==> src/rtl/evtmr_pkg.sv <==
package evtmr_pkg;
  localparam int ADDR_W  = 10;
  localparam int DATA_W  = 32;
  localparam int CNT_W   = 64;
  localparam int MIN_TMR = 3;
  localparam int SLOT_W  = 5;

  localparam logic [ADDR_W-1:0] OFS_CAP_LO = 10'h000;
  localparam logic [ADDR_W-1:0] OFS_CAP_HI = 10'h004;
  localparam logic [ADDR_W-1:0] OFS_CFG_LO = 10'h010;
  localparam logic [ADDR_W-1:0] OFS_CFG_HI = 10'h014;
  localparam logic [ADDR_W-1:0] OFS_STAT   = 10'h020;
  localparam logic [ADDR_W-1:0] OFS_CNT_LO = 10'h0F0;
  localparam logic [ADDR_W-1:0] OFS_CNT_HI = 10'h0F4;
  localparam logic [ADDR_W-1:0] OFS_WIN    = 10'h100;

  localparam int CFG_EN_BIT  = 0;
  localparam int CFG_LEG_BIT = 1;

  typedef struct packed {
    logic cap_lo;
    logic cap_hi;
    logic cfg_lo;
    logic cfg_hi;
    logic stat;
    logic cnt_lo;
    logic cnt_hi;
    logic win;
  } reg_hit_t;

  function automatic int clamp_timers(input int req, input int max_t);
    int r;
    r = req;
    if (r < MIN_TMR) r = MIN_TMR;
    if (r > max_t) r = max_t;
    return r;
  endfunction
endpackage

==> src/rtl/evtmr_rst_sync.sv <==
module evtmr_rst_sync (
  input  logic clk,
  input  logic rst_n,
  output logic rst_n_sync
);
  logic [1:0] stage_q;

  always_ff @(posedge clk or negedge rst_n) begin
    if (!rst_n) stage_q <= 2'b00;
    else        stage_q <= {stage_q[0], 1'b1};
  end

  assign rst_n_sync = stage_q[1];
endmodule

==> src/rtl/evtmr_addr_decode.sv <==
module evtmr_addr_decode
  import evtmr_pkg::*;
#(
  parameter int NT = 3
) (
  input  logic              sel,
  input  logic [ADDR_W-1:0] addr,
  output reg_hit_t          hit,
  output logic [NT-1:0]     chan_sel,
  output logic [2:0]        chan_word
);
  localparam int WIN_BASE_SLOT = int'(OFS_WIN) >> 5;

  logic              aligned;
  logic              acc;
  logic [SLOT_W-1:0] slot;

  assign aligned = (addr[1:0] == 2'b00);
  assign acc     = sel && aligned;
  assign slot    = addr[ADDR_W-1:5] - SLOT_W'(WIN_BASE_SLOT);

  always_comb begin
    hit        = '0;
    hit.cap_lo = acc && (addr == OFS_CAP_LO);
    hit.cap_hi = acc && (addr == OFS_CAP_HI);
    hit.cfg_lo = acc && (addr == OFS_CFG_LO);
    hit.cfg_hi = acc && (addr == OFS_CFG_HI);
    hit.stat   = acc && (addr == OFS_STAT);
    hit.cnt_lo = acc && (addr == OFS_CNT_LO);
    hit.cnt_hi = acc && (addr == OFS_CNT_HI);
    hit.win    = acc && (addr >= OFS_WIN);
  end

  assign chan_word = addr[4:2];

  for (genvar gi = 0; gi < NT; gi++) begin : g_sel
    assign chan_sel[gi] = hit.win && (slot == SLOT_W'(gi));
  end
endmodule

==> src/rtl/evtmr_main_counter.sv <==
module evtmr_main_counter
  import evtmr_pkg::*;
(
  input  logic              clk,
  input  logic              rst_n,
  input  logic              run,
  input  logic              tick,
  input  logic              wr_lo,
  input  logic              wr_hi,
  input  logic [DATA_W-1:0] wdata,
  output logic [CNT_W-1:0]  count
);
  localparam int HALF = CNT_W / 2;

  logic [CNT_W-1:0] cnt_q;
  logic [CNT_W-1:0] cnt_d;
  logic             cnt_ce;

  always_comb begin
    cnt_d = cnt_q;
    if (run && tick) cnt_d = cnt_q + CNT_W'(1);
    if (wr_lo)       cnt_d = {cnt_q[CNT_W-1:HALF], wdata};
    if (wr_hi)       cnt_d = {wdata, cnt_q[HALF-1:0]};
  end

  assign cnt_ce = (run && tick) || wr_lo || wr_hi;

  always_ff @(posedge clk or negedge rst_n) begin
    if (!rst_n)      cnt_q <= '0;
    else if (cnt_ce) cnt_q <= cnt_d;
  end

  assign count = cnt_q;
endmodule

==> src/rtl/evtmr_status_reg.sv <==
module evtmr_status_reg #(
  parameter int NT = 3
) (
  input  logic          clk,
  input  logic          rst_n,
  input  logic          run,
  input  logic          run_fall,
  input  logic          wr_clr,
  input  logic [NT-1:0] clr_mask,
  input  logic [NT-1:0] set_req,
  output logic [NT-1:0] status,
  output logic [NT-1:0] clr_pulse
);
  logic [NT-1:0] stat_q, stat_d;
  logic [NT-1:0] pulse_q, pulse_d;
  logic [NT-1:0] wclr;

  assign wclr = wr_clr ? (clr_mask & stat_q) : '0;

  always_comb begin
    if (run_fall || !run) begin
      stat_d  = '0;
      pulse_d = stat_q;
    end else begin
      stat_d  = (stat_q & ~wclr) | set_req;
      pulse_d = wclr & ~set_req;
    end
  end

  always_ff @(posedge clk or negedge rst_n) begin
    if (!rst_n) begin
      stat_q  <= '0;
      pulse_q <= '0;
    end else begin
      stat_q  <= stat_d;
      pulse_q <= pulse_d;
    end
  end

  assign status    = stat_q;
  assign clr_pulse = pulse_q;
endmodule

==> src/rtl/evtmr_global_regs.sv <==
module evtmr_global_regs
  import evtmr_pkg::*;
#(
  parameter int          NUM_TIMERS = 4,
  parameter int          MAX_TIMERS = 24,
  parameter logic [31:0] TICK_FS    = 32'd10_000_000,
  parameter logic [15:0] VENDOR_ID  = 16'h5A5A,
  parameter logic [7:0]  REVISION   = 8'h01,
  localparam int         NT         = clamp_timers(NUM_TIMERS, MAX_TIMERS)
) (
  input  logic              clk,
  input  logic              rst_n,
  input  logic              tick,
  input  logic              bus_sel,
  input  logic              bus_wr,
  input  logic [ADDR_W-1:0] bus_addr,
  input  logic [DATA_W-1:0] bus_wdata,
  output logic [DATA_W-1:0] bus_rdata,
  output logic              bus_rvalid,
  output logic [NT-1:0]     chan_sel,
  output logic              chan_wr,
  output logic [2:0]        chan_word,
  output logic [DATA_W-1:0] chan_wdata,
  input  logic [NT*32-1:0]  chan_rdata,
  input  logic [NT-1:0]     chan_irq_set,
  input  logic [NT-1:0]     chan_cmp_max,
  output logic [NT-1:0]     chan_rearm,
  output logic [NT-1:0]     chan_irq_clr,
  output logic [NT-1:0]     irq_status,
  output logic [CNT_W-1:0]  count_val,
  output logic              count_en,
  output logic              legacy_route
);
  localparam int HALF = CNT_W / 2;
  localparam logic [DATA_W-1:0] CAP_LO_WORD =
    {VENDOR_ID, 1'b1, 1'b0, 1'b1, 5'(NT - 1), REVISION};

  logic          rst_ns;
  reg_hit_t      hit;
  logic          wr_any, rd_any;
  logic [1:0]    cfg_q, cfg_d;
  logic          run_rise, run_fall;
  logic [NT-1:0] rearm_q, rearm_d;
  logic [DATA_W-1:0] rd_d, rd_q;
  logic [DATA_W-1:0] win_rd;
  logic          rv_q;

  evtmr_rst_sync u_rst (
    .clk       (clk),
    .rst_n     (rst_n),
    .rst_n_sync(rst_ns)
  );

  evtmr_addr_decode #(.NT(NT)) u_dec (
    .sel      (bus_sel),
    .addr     (bus_addr),
    .hit      (hit),
    .chan_sel (chan_sel),
    .chan_word(chan_word)
  );

  assign wr_any     = bus_sel && bus_wr;
  assign rd_any     = bus_sel && !bus_wr;
  assign chan_wr    = bus_wr;
  assign chan_wdata = bus_wdata;

  // global configuration
  always_comb begin
    cfg_d = cfg_q;
    if (hit.cfg_lo && wr_any) cfg_d = bus_wdata[1:0];
  end

  assign run_rise = cfg_d[CFG_EN_BIT] && !cfg_q[CFG_EN_BIT];
  assign run_fall = !cfg_d[CFG_EN_BIT] && cfg_q[CFG_EN_BIT];

  always_ff @(posedge clk or negedge rst_ns) begin
    if (!rst_ns) cfg_q <= '0;
    else         cfg_q <= cfg_d;
  end

  assign count_en     = cfg_q[CFG_EN_BIT];
  assign legacy_route = cfg_q[CFG_LEG_BIT];

  // re-arm request on enable rising edge
  assign rearm_d = run_rise ? ~chan_cmp_max : '0;

  always_ff @(posedge clk or negedge rst_ns) begin
    if (!rst_ns) rearm_q <= '0;
    else         rearm_q <= rearm_d;
  end

  assign chan_rearm = rearm_q;

  evtmr_main_counter u_cnt (
    .clk  (clk),
    .rst_n(rst_ns),
    .run  (cfg_q[CFG_EN_BIT]),
    .tick (tick),
    .wr_lo(hit.cnt_lo && wr_any),
    .wr_hi(hit.cnt_hi && wr_any),
    .wdata(bus_wdata),
    .count(count_val)
  );

  evtmr_status_reg #(.NT(NT)) u_stat (
    .clk      (clk),
    .rst_n    (rst_ns),
    .run      (cfg_q[CFG_EN_BIT]),
    .run_fall (run_fall),
    .wr_clr   (hit.stat && wr_any),
    .clr_mask (bus_wdata[NT-1:0]),
    .set_req  (chan_irq_set),
    .status   (irq_status),
    .clr_pulse(chan_irq_clr)
  );

  // channel window read select
  always_comb begin
    win_rd = '0;
    for (int i = 0; i < NT; i++) begin
      if (chan_sel[i]) win_rd = chan_rdata[i*32 +: 32];
    end
  end

  always_comb begin
    rd_d = '0;
    unique case (1'b1)
      hit.cap_lo: rd_d = CAP_LO_WORD;
      hit.cap_hi: rd_d = TICK_FS;
      hit.cfg_lo: rd_d = DATA_W'(cfg_q);
      hit.cfg_hi: rd_d = '0;
      hit.stat:   rd_d = DATA_W'(irq_status);
      hit.cnt_lo: rd_d = count_val[HALF-1:0];
      hit.cnt_hi: rd_d = count_val[CNT_W-1:HALF];
      hit.win:    rd_d = win_rd;
      default:    rd_d = '0;
    endcase
  end

  always_ff @(posedge clk or negedge rst_ns) begin
    if (!rst_ns) begin
      rd_q <= '0;
      rv_q <= 1'b0;
    end else begin
      rv_q <= rd_any;
      if (rd_any) rd_q <= rd_d;
    end
  end

  assign bus_rdata  = rd_q;
  assign bus_rvalid = rv_q;
endmodule

==> config.mk <==
export PLATFORM = sky130hd
export DESIGN_NAME = evtmr_global_regs
export DESIGN_NICKNAME = d
export VERILOG_FILES = /design/src/rtl/evtmr_pkg.sv /design/src/rtl/evtmr_rst_sync.sv /design/src/rtl/evtmr_addr_decode.sv /design/src/rtl/evtmr_main_counter.sv /design/src/rtl/evtmr_status_reg.sv /design/src/rtl/evtmr_global_regs.sv
export SDC_FILE = /design/constraint.sdc
export NUM_CORES = 1
export LEC_CHECK = 0
export BUFFER_PORTS_ARGS = -buffer_cell sky130_fd_sc_hd__clkbuf_2
export CORE_AREA = 2 2 141 143
export DETAILED_ROUTE_END_ITERATION = 8
export DIE_AREA = 0 0 143 145
export GPL_TIMING_DRIVEN = 0
export MAX_ROUTING_LAYER = met4
export PLACE_DENSITY = 0.66
export SETUP_SLACK_MARGIN = 0.5
export SLEW_MARGIN = 20
export SYNTH_ARGS = -nofsm -noshare
export SYNTH_HDL_FRONTEND = slang
export SYNTH_SLANG_ARGS = --single-unit
==> constraint.sdc <==
create_clock -name clk -period 4.9 [get_ports clk]
set_input_delay 0.245 -clock clk [delete_from_list [all_inputs] [get_ports clk]]
set_output_delay 0.245 -clock clk [all_outputs]
set_load 0.005 [all_outputs]
==> out/metrics.cfg, run 1 <==
[sta]
tns_ns = 0
skew_ns = 0.00666
finalHoldViolCount = 0
drv_slew = 0
finalWorstSetupSlack_ns = 2.31
period_share_pct = 52.9
tightest_slew_ns = 0.956
period_needed_ns = 2.59
setup_viol = 0
clock.fmax_mhz = 386
rsz0062_at_grt = false
slew-limit-headroom_pct = 36.3

[yosys]
synth-main-ff-cell = dfrtp_1
yosysMostFrequentCell = dfrtp_1
synth_compound_area_share_pct = 12.6
synth.avg_cell_area_um2 = 9.23
synthMuxAreaShare_pct = 13.3
synth_cells = 815
ys_seq_elements = 113
synth-adder-area-share_pct = 0.632
ys_types = 56
ys_seq_area_share_pct = 37.6
synth_area_um2 = 7520
synth_top_family_by_area = simple AND/OR/NAND/NOR gates
netlist.area_leader.share_pct = 37.6
synth_warnings = 0
synthTopCellsByCount = dfrtp_1 (113), nand2_1 (92), o21ai_0 (74)
synth_area_leaders = dfrtp_1 (38%), mux4_2 (9.6%), xor2_1 (5.1%), o21ai_0 (4.9%), nand2_1 (4.6%)
synth_top_area_cell = dfrtp_1
async_flop_share_pct = 100
synth_xor_area_share_pct = 7.10
syn_nets = 1001
synth-simple-area-share_pct = 22.0
synth_edf_count = 0

[setup_path]
cp_data_arrival_time_ns = 2.88
critical_path.startpoint = u_cnt.count[10]
worstSetupStartpointType = flip-flop
crit_end = u_cnt.count[40]
r2r-start = u_cnt.count[10]
timing.rr.end = u_cnt.count[40]
rr_worst_depth = 6
cp.required_ns = 5.19
crit_fanout = 8
crit_type = reg -> reg
r2r_setup_slack_ns = 2.31
crit_path_end_kind = flip-flop

[final_layout]
final_cell_count_no_fill = 1451
final_util_pct = 53.1
nets = 1356
num-fill-cells = 1853
area_growth_pct = 35.7
drive_above_1_share_pct = 39.2

[routing]
routed_wl_um = 31000
wl_per_cell_um = 21.4
vias_per_cell = 5.46
first_pass_iters = 7
vias = 7916
drt_iter0_drc = 643
ant_nets = 0
drc = 0

[placement]
placed_cells = 1411
hpwl_um = 24600
io_buffers = 329
place_ws_ns = 2.28
gp_congestion = 0.908

[min_path]
min_delay_path_depth = 3
hp-class = in -> reg

[pwr]
power_density_nw_per_um2 = 248
peakVddDrop_mv = 0.231
power.total_mw = 2.54
power.leakage_nw = 4.87

[die]
dieArea_um2 = 20700
io_pins = 334
start_util_pct = 39.2
die_w_um = 143
row_count = 51
design.core.area_um2 = 19200
die_h_um = 145

[cts]
clk_path_buf_depth = 2
cts_max_level = 4
clock-sinks = 113
post_cts_buffers = 0
cts_resized = 0
cts_root_buffer = clkbuf_16
cts_buffers = 17
clk_latency_ns = 0.43
cts_tree = built
path_clk_slew_ns = 0.06
cts.hold.buffers_added = 5

[global_route]
grt_pass1_wl_um = 45900
grt_pass1_vias = 7771
use_met2_pct = 47.8
grt_start_max_net_pins = 43
use_met1_pct = 38.7
use_met3_pct = 6.73
overflow = 0
antenna_found_initial = 4
top_usage_layer = met2
gr-usage-all-layers_pct = 30.4

[outcome]
status = finished, final reports clean

[job]
drv_cap = 0

-- state kept, by name, summed over array words and instances, names as in the netlist --
| signal | count |
|---|---|
| chan_rearm | 4 |
| u_cnt.count | 64 |
| cfg_q | 2 |
| u_stat.status | 4 |
| u_rst.stage_q | 2 |
| u_stat.clr_pulse | 4 |
| bus_rvalid | 1 |
| bus_rdata | 32 |
-- worst max-delay path, stage by stage (launching register included) --
cell,delay (ns)
dfrtp_1,0.56
and4_1,0.32
nand3_1,0.30
nor3_1,0.75
nand3b_1,0.24
xor2_1,0.20
a21oi_1,0.08
-- how the worst min path moves through the flow --
stage,startpoint,end
2_1_floorplan,rst_n,u_rst.stage_q[0]
3_3_place_gp,rst_n,u_rst.stage_q[0]
3_5_place_dp,rst_n,u_rst.stage_q[0]
4_1_cts,chan_irq_set[1],u_stat.status[1]
5_1_grt,chan_irq_set[1],u_stat.status[1]
6_report,bus_wdata[12],u_cnt.count[12]
-- cell usage in the layout, fill, tap and decap left out, types with 17 or more instances in the layout --
cell	n
clkbuf_2	329
dfrtp_1	112
nand2_1	92
o21ai_0	74
nor2_1	69
a21oi_1	59
xor2_1	44
buf_4	38
nand3_1	37
clkbuf_1	34
mux4_2	32
nand4_1	25
mux2i_1	21
and3_1	17
xnor2_1	17
a22oi_1	17
clkbuf_16	17
-- stage by stage --
step,instance area [um2],hold WS (ns)
finish,10200,0.0580
global route,10200,0.0626
CTS,10200,0.0549
detailed placement,9550,0.0329
global placement,9500,0.0310
floorplan,7520,-0.0506
-- kinds of logic (layout without fill, tap and decap cells) --
logic type / Yosys count / after routing
XOR/XNOR: 61 / 61
AO/OA/AOI/OAI: 171 / 171
adder cells (fa/ha/maj): 4 / 4
AND/OR/NAND/NOR: 310 / 310
multiplexers: 59 / 59
other: 1 / 5
flip-flops: 113 / 113
buffers and inverters: 96 / 463
-- cell type report --
type,instances,area [um2],area share [%]
flip-flops and latches,113,2830,27.7
well taps,265,332,3.25
multi-input cells,606,4180,41.0
clock inverters,11,138,1.35
diodes,4,10.0,0.0981
repair buffers,336,1740,17.1
inverters,9,33.8,0.331
plain buffers,87,482,4.72
clock buffers,20,457,4.47
-- routing by layer --
metal / wire, um / vias to the layer above
li1: - / 3649
met5: 0 / -
met4: 739 / 0
met3: 2490 / 47
met1: 12900 / 3837
met2: 14900 / 383
-- power by group --
group / total (mW) / switching (mW) / internal [mW]
Sequential: 0.963 / 0.0207 / 0.943
Clock: 1.28 / 0.466 / 0.817
Combinational: 0.289 / 0.136 / 0.153
Total: 2.54 / 0.623 / 1.91
No activity file was read; power rests on OpenSTA's default activity.
==> run 2, diff against run 1 <==
Settings changed: ABC_AREA set to 1, CORE_AREA 2 2 141 143 to 2 2 162 164, DIE_AREA 0 0 143 145 to 0 0 164 166, PLACE_DENSITY 0.66 to 0.63.
Clock period 4.9 ns to 2.5 ns, I/O delays scaled along.
==> out/metrics.cfg, run 2 <==
[pwr]
power_density_nw_per_um2 = 460  ; +85%
seqPwrFrac_pct = 36.6  ; -1.4 points
p_sw_mw = 2.08  ; +230%
power.leakage_nw = 7.39  ; +52%
peakVddDrop_mv = 0.456  ; +98%
comb_power_share_pct = 21.0  ; +9.6 points
power.total_mw = 6.19  ; +140%
intPower_mw = 4.11  ; +120%
clkPwrFrac_pct = 42.5  ; -8.1 points
switching_share_pct = 33.6  ; +9.0 points

[yosys]
synth_cells = 1726  ; +110%
ys_seq_area_share_pct = 28.1  ; -9.5 points
synth_area_leaders = dfrtp_1 (28%), nand2_1 (22%), nand3_1 (9.6%), inv_1 (8.5%), nor2_1 (7.4%)
netlist.area_leader.share_pct = 28.1  ; -9.5 points
async_flop_share_pct = 100  ; unchanged
synth-main-ff-cell = dfrtp_1
syn_nets = 1912  ; +91%
synth_edf_count = 0  ; unchanged
yosysMostFrequentCell = nand2_1
synth_warnings = 0  ; unchanged
ys_types = 33  ; -41%
synthTopCellsByCount = nand2_1 (583), inv_1 (228), nor2_1 (199)
synth_area_um2 = 10100  ; +34%
synth_top_area_cell = dfrtp_1
synth.avg_cell_area_um2 = 5.83  ; -37%
ys_seq_elements = 113  ; unchanged

[die]
start_util_pct = 39.3  ; +0.14 points
io_pins = 334  ; unchanged
die_w_um = 164  ; +15%
row_count = 59  ; +16%
die_h_um = 166  ; +14%
design.core.area_um2 = 25600  ; +33%
dieArea_um2 = 27200  ; +31%

[final_layout]
largest_reg_flops = 64  ; unchanged
nets = 2304  ; +70%
final_cell_mix = nand2_1 (577), clkbuf_2 (335), inv_1 (228), nand3_1 (192), nor2_1 (163)
num-fill-cells = 2723  ; +47%
drive_above_1_share_pct = 27.4  ; -12 points
final_area_um2 = 13500  ; +32%
final_common_cell = nand2_1
area_growth_pct = 33.8
final_cell_count_no_fill = 2467  ; +70%

[routing]
vias_per_cell = 5.18  ; -5.1%
vias = 12774  ; +61%
wl_per_cell_um = 19.8  ; -7.1%
drc = 0  ; unchanged
first_pass_iters = 6  ; -1
drt_iter0_drc = 1196  ; +86%
ant_nets = 0  ; unchanged
routed_wl_um = 49000  ; +58%

[cts]
clk_latency_ns = 0.44  ; about the same
path_clk_slew_ns = 0.07  ; about the same
cts_max_level = 4  ; unchanged
cts_buffers = 17  ; unchanged
clk_path_buf_depth = 2  ; unchanged
cts_tree = built
cts_root_buffer = clkbuf_16
clock-sinks = 113  ; unchanged

[outcome]
status = finished with violations
violations = hold timing

[setup_path]
critical_path.cell_chain = inv_1 -> nor3_4 -> nand2_1 -> nor2_1 -> nand3_1 -> a21oi_1 -> nand3_1 -> nand2_1
worstSetupStartpointType = flip-flop
cp_data_arrival_time_ns = 2.36  ; -0.52 ns
cp.required_ns = 2.87  ; -2.32 ns
r2r-start = u_cnt.count[41]
rr_worst_depth = 8  ; +2
critical_path.startpoint = u_cnt.count[41]
crit_end = u_cnt.count[42]
crit_fanout = 6  ; -2
crit_path_end_kind = flip-flop
r2r_setup_slack_ns = 0.51  ; -1.80 ns
slowest_delay_ns = 0.46  ; -0.29 ns
crit_type = reg -> reg
slowest_stage = dfrtp_1
timing.rr.end = u_cnt.count[42]

[global_route]
antenna_found_initial = 1  ; -3
grt_start_max_net_pins = 52  ; +21%
grt_pass1_vias = 12093  ; +56%
overflow = 0  ; unchanged
grt_pass1_wl_um = 71900  ; +57%
gr-usage-all-layers_pct = 36.4  ; +6.0 points

[placement]
gp_congestion = 1.00  ; +11%
placed_area_um2 = 12200  ; +28%
io_buffers = 333  ; +1.2%
place_ws_ns = -0.0737  ; -2.35 ns
placed_cells = 2396  ; +70%
hpwl_um = 39800  ; +62%

[sta]
clock.fmax_mhz = 502  ; +30%
finalHoldViolCount = 2  ; +2
period_needed_ns = 1.99  ; -0.599 ns
tightest_slew_ns = 0.762  ; -0.194 ns
skew_ns = 0.0164  ; +0.00979 ns
whs_ns = -0.00514  ; -0.0632 ns
period_share_pct = 79.7  ; +27 points
finalWorstSetupSlack_ns = 0.507  ; -1.80 ns
setup_viol = 0  ; unchanged
rsz0062_at_grt = true
drv_slew = 0  ; unchanged
slew-limit-headroom_pct = 49.2  ; +13 points

[min_path]
hp-class = in -> async

[job]
drv_cap = 0  ; unchanged

run 2: worst min path at each step:
stage / start / to / slack (ns) / depth (start not counted)
2_1_floorplan: rst_n / u_rst.stage_q[0] / -0.17 / 0
3_3_place_gp: rst_n / u_rst.stage_q[0] / -0.09 / 1
3_5_place_dp: rst_n / u_rst.stage_q[0] / -0.09 / 1
4_1_cts: rst_n / u_rst.stage_q[1] / 0.006 / 2
5_1_grt: rst_n / u_rst.stage_q[1] / 0.01 / 2
6_report: rst_n / u_rst.stage_q[1] / -0.005 / 2
run 2: cell families after synthesis:
group,Yosys count,synth area share (%)
XOR/XNOR,20,1.74
buffers and inverters,339,14.7
flip-flops,113,28.1
adder cells (fa/ha/maj),3,0.373
AO/OA/AOI/OAI,187,10.4
AND/OR/NAND/NOR,1063,44.7
other,1,0.0372
run 2: per-stage QoR:
step                      setup TNS, ns  util [%]  hold slack, ns
final                                 0      52.6        -0.00514
after global routing                  0      52.6          0.0125
after CTS                             0      51.3         0.00571
after detailed placement        -0.0875      47.7         -0.0873
after global placement           -37.51      47.5         -0.0889
after floorplan                       0         -          -0.171
run 2: layer usage:
layer / wire (um) / GRT usage [%]
met1: 20200 / 45.6
met3: 3770 / 4.42
met4: 1830 / 12.3
met5: 0 / -
met2: 23200 / 60.5
run 2: power groups by stage:
stage	clock network [mW]	registers [mW]	logic (mW)
floorplan	0	2.21	0.571
global placement	0	2.31	1.15
detailed placement	0	2.28	1.20
CTS	2.63	2.23	1.26
global route	2.72	2.28	1.42
finish	2.63	2.26	1.30
run 2: cell type report:
| class | instances | area [um2] | share of cell area (%) |
|---|---|---|---|
| Antenna cell | 1 | 2.50 | 0.0186 |
| Tap cell | 335 | 419 | 3.11 |
| Multi-Input combinational cell | 1274 | 6050 | 44.9 |
| Timing Repair Buffer | 373 | 2040 | 15.2 |
| Clock buffer | 20 | 457 | 3.39 |
| Buffer | 104 | 598 | 4.44 |
| Sequential cell | 113 | 2860 | 21.2 |
| Clock inverter | 12 | 158 | 1.17 |
| Inverter | 235 | 882 | 6.55 |
run 2: worst max-delay path: cells and delay by family (launching register included):
family | cells | cell delay, ns
AND/OR/NAND/NOR | 6 | 1.05
AO/OA/AOI/OAI | 1 | 0.17
flip-flops | 1 | 0.46
buffers and inverters | 1 | 0.24
run 2: repair_timing:
item                                   4_1_cts  5_1_grt
setup endpoints to repair                   43       43
endpoints found under the hold margin       15        0
hold buffers                                10        0
setup buffers                                8       20
gates resized for setup                     48       55
pin swaps                                    4        9
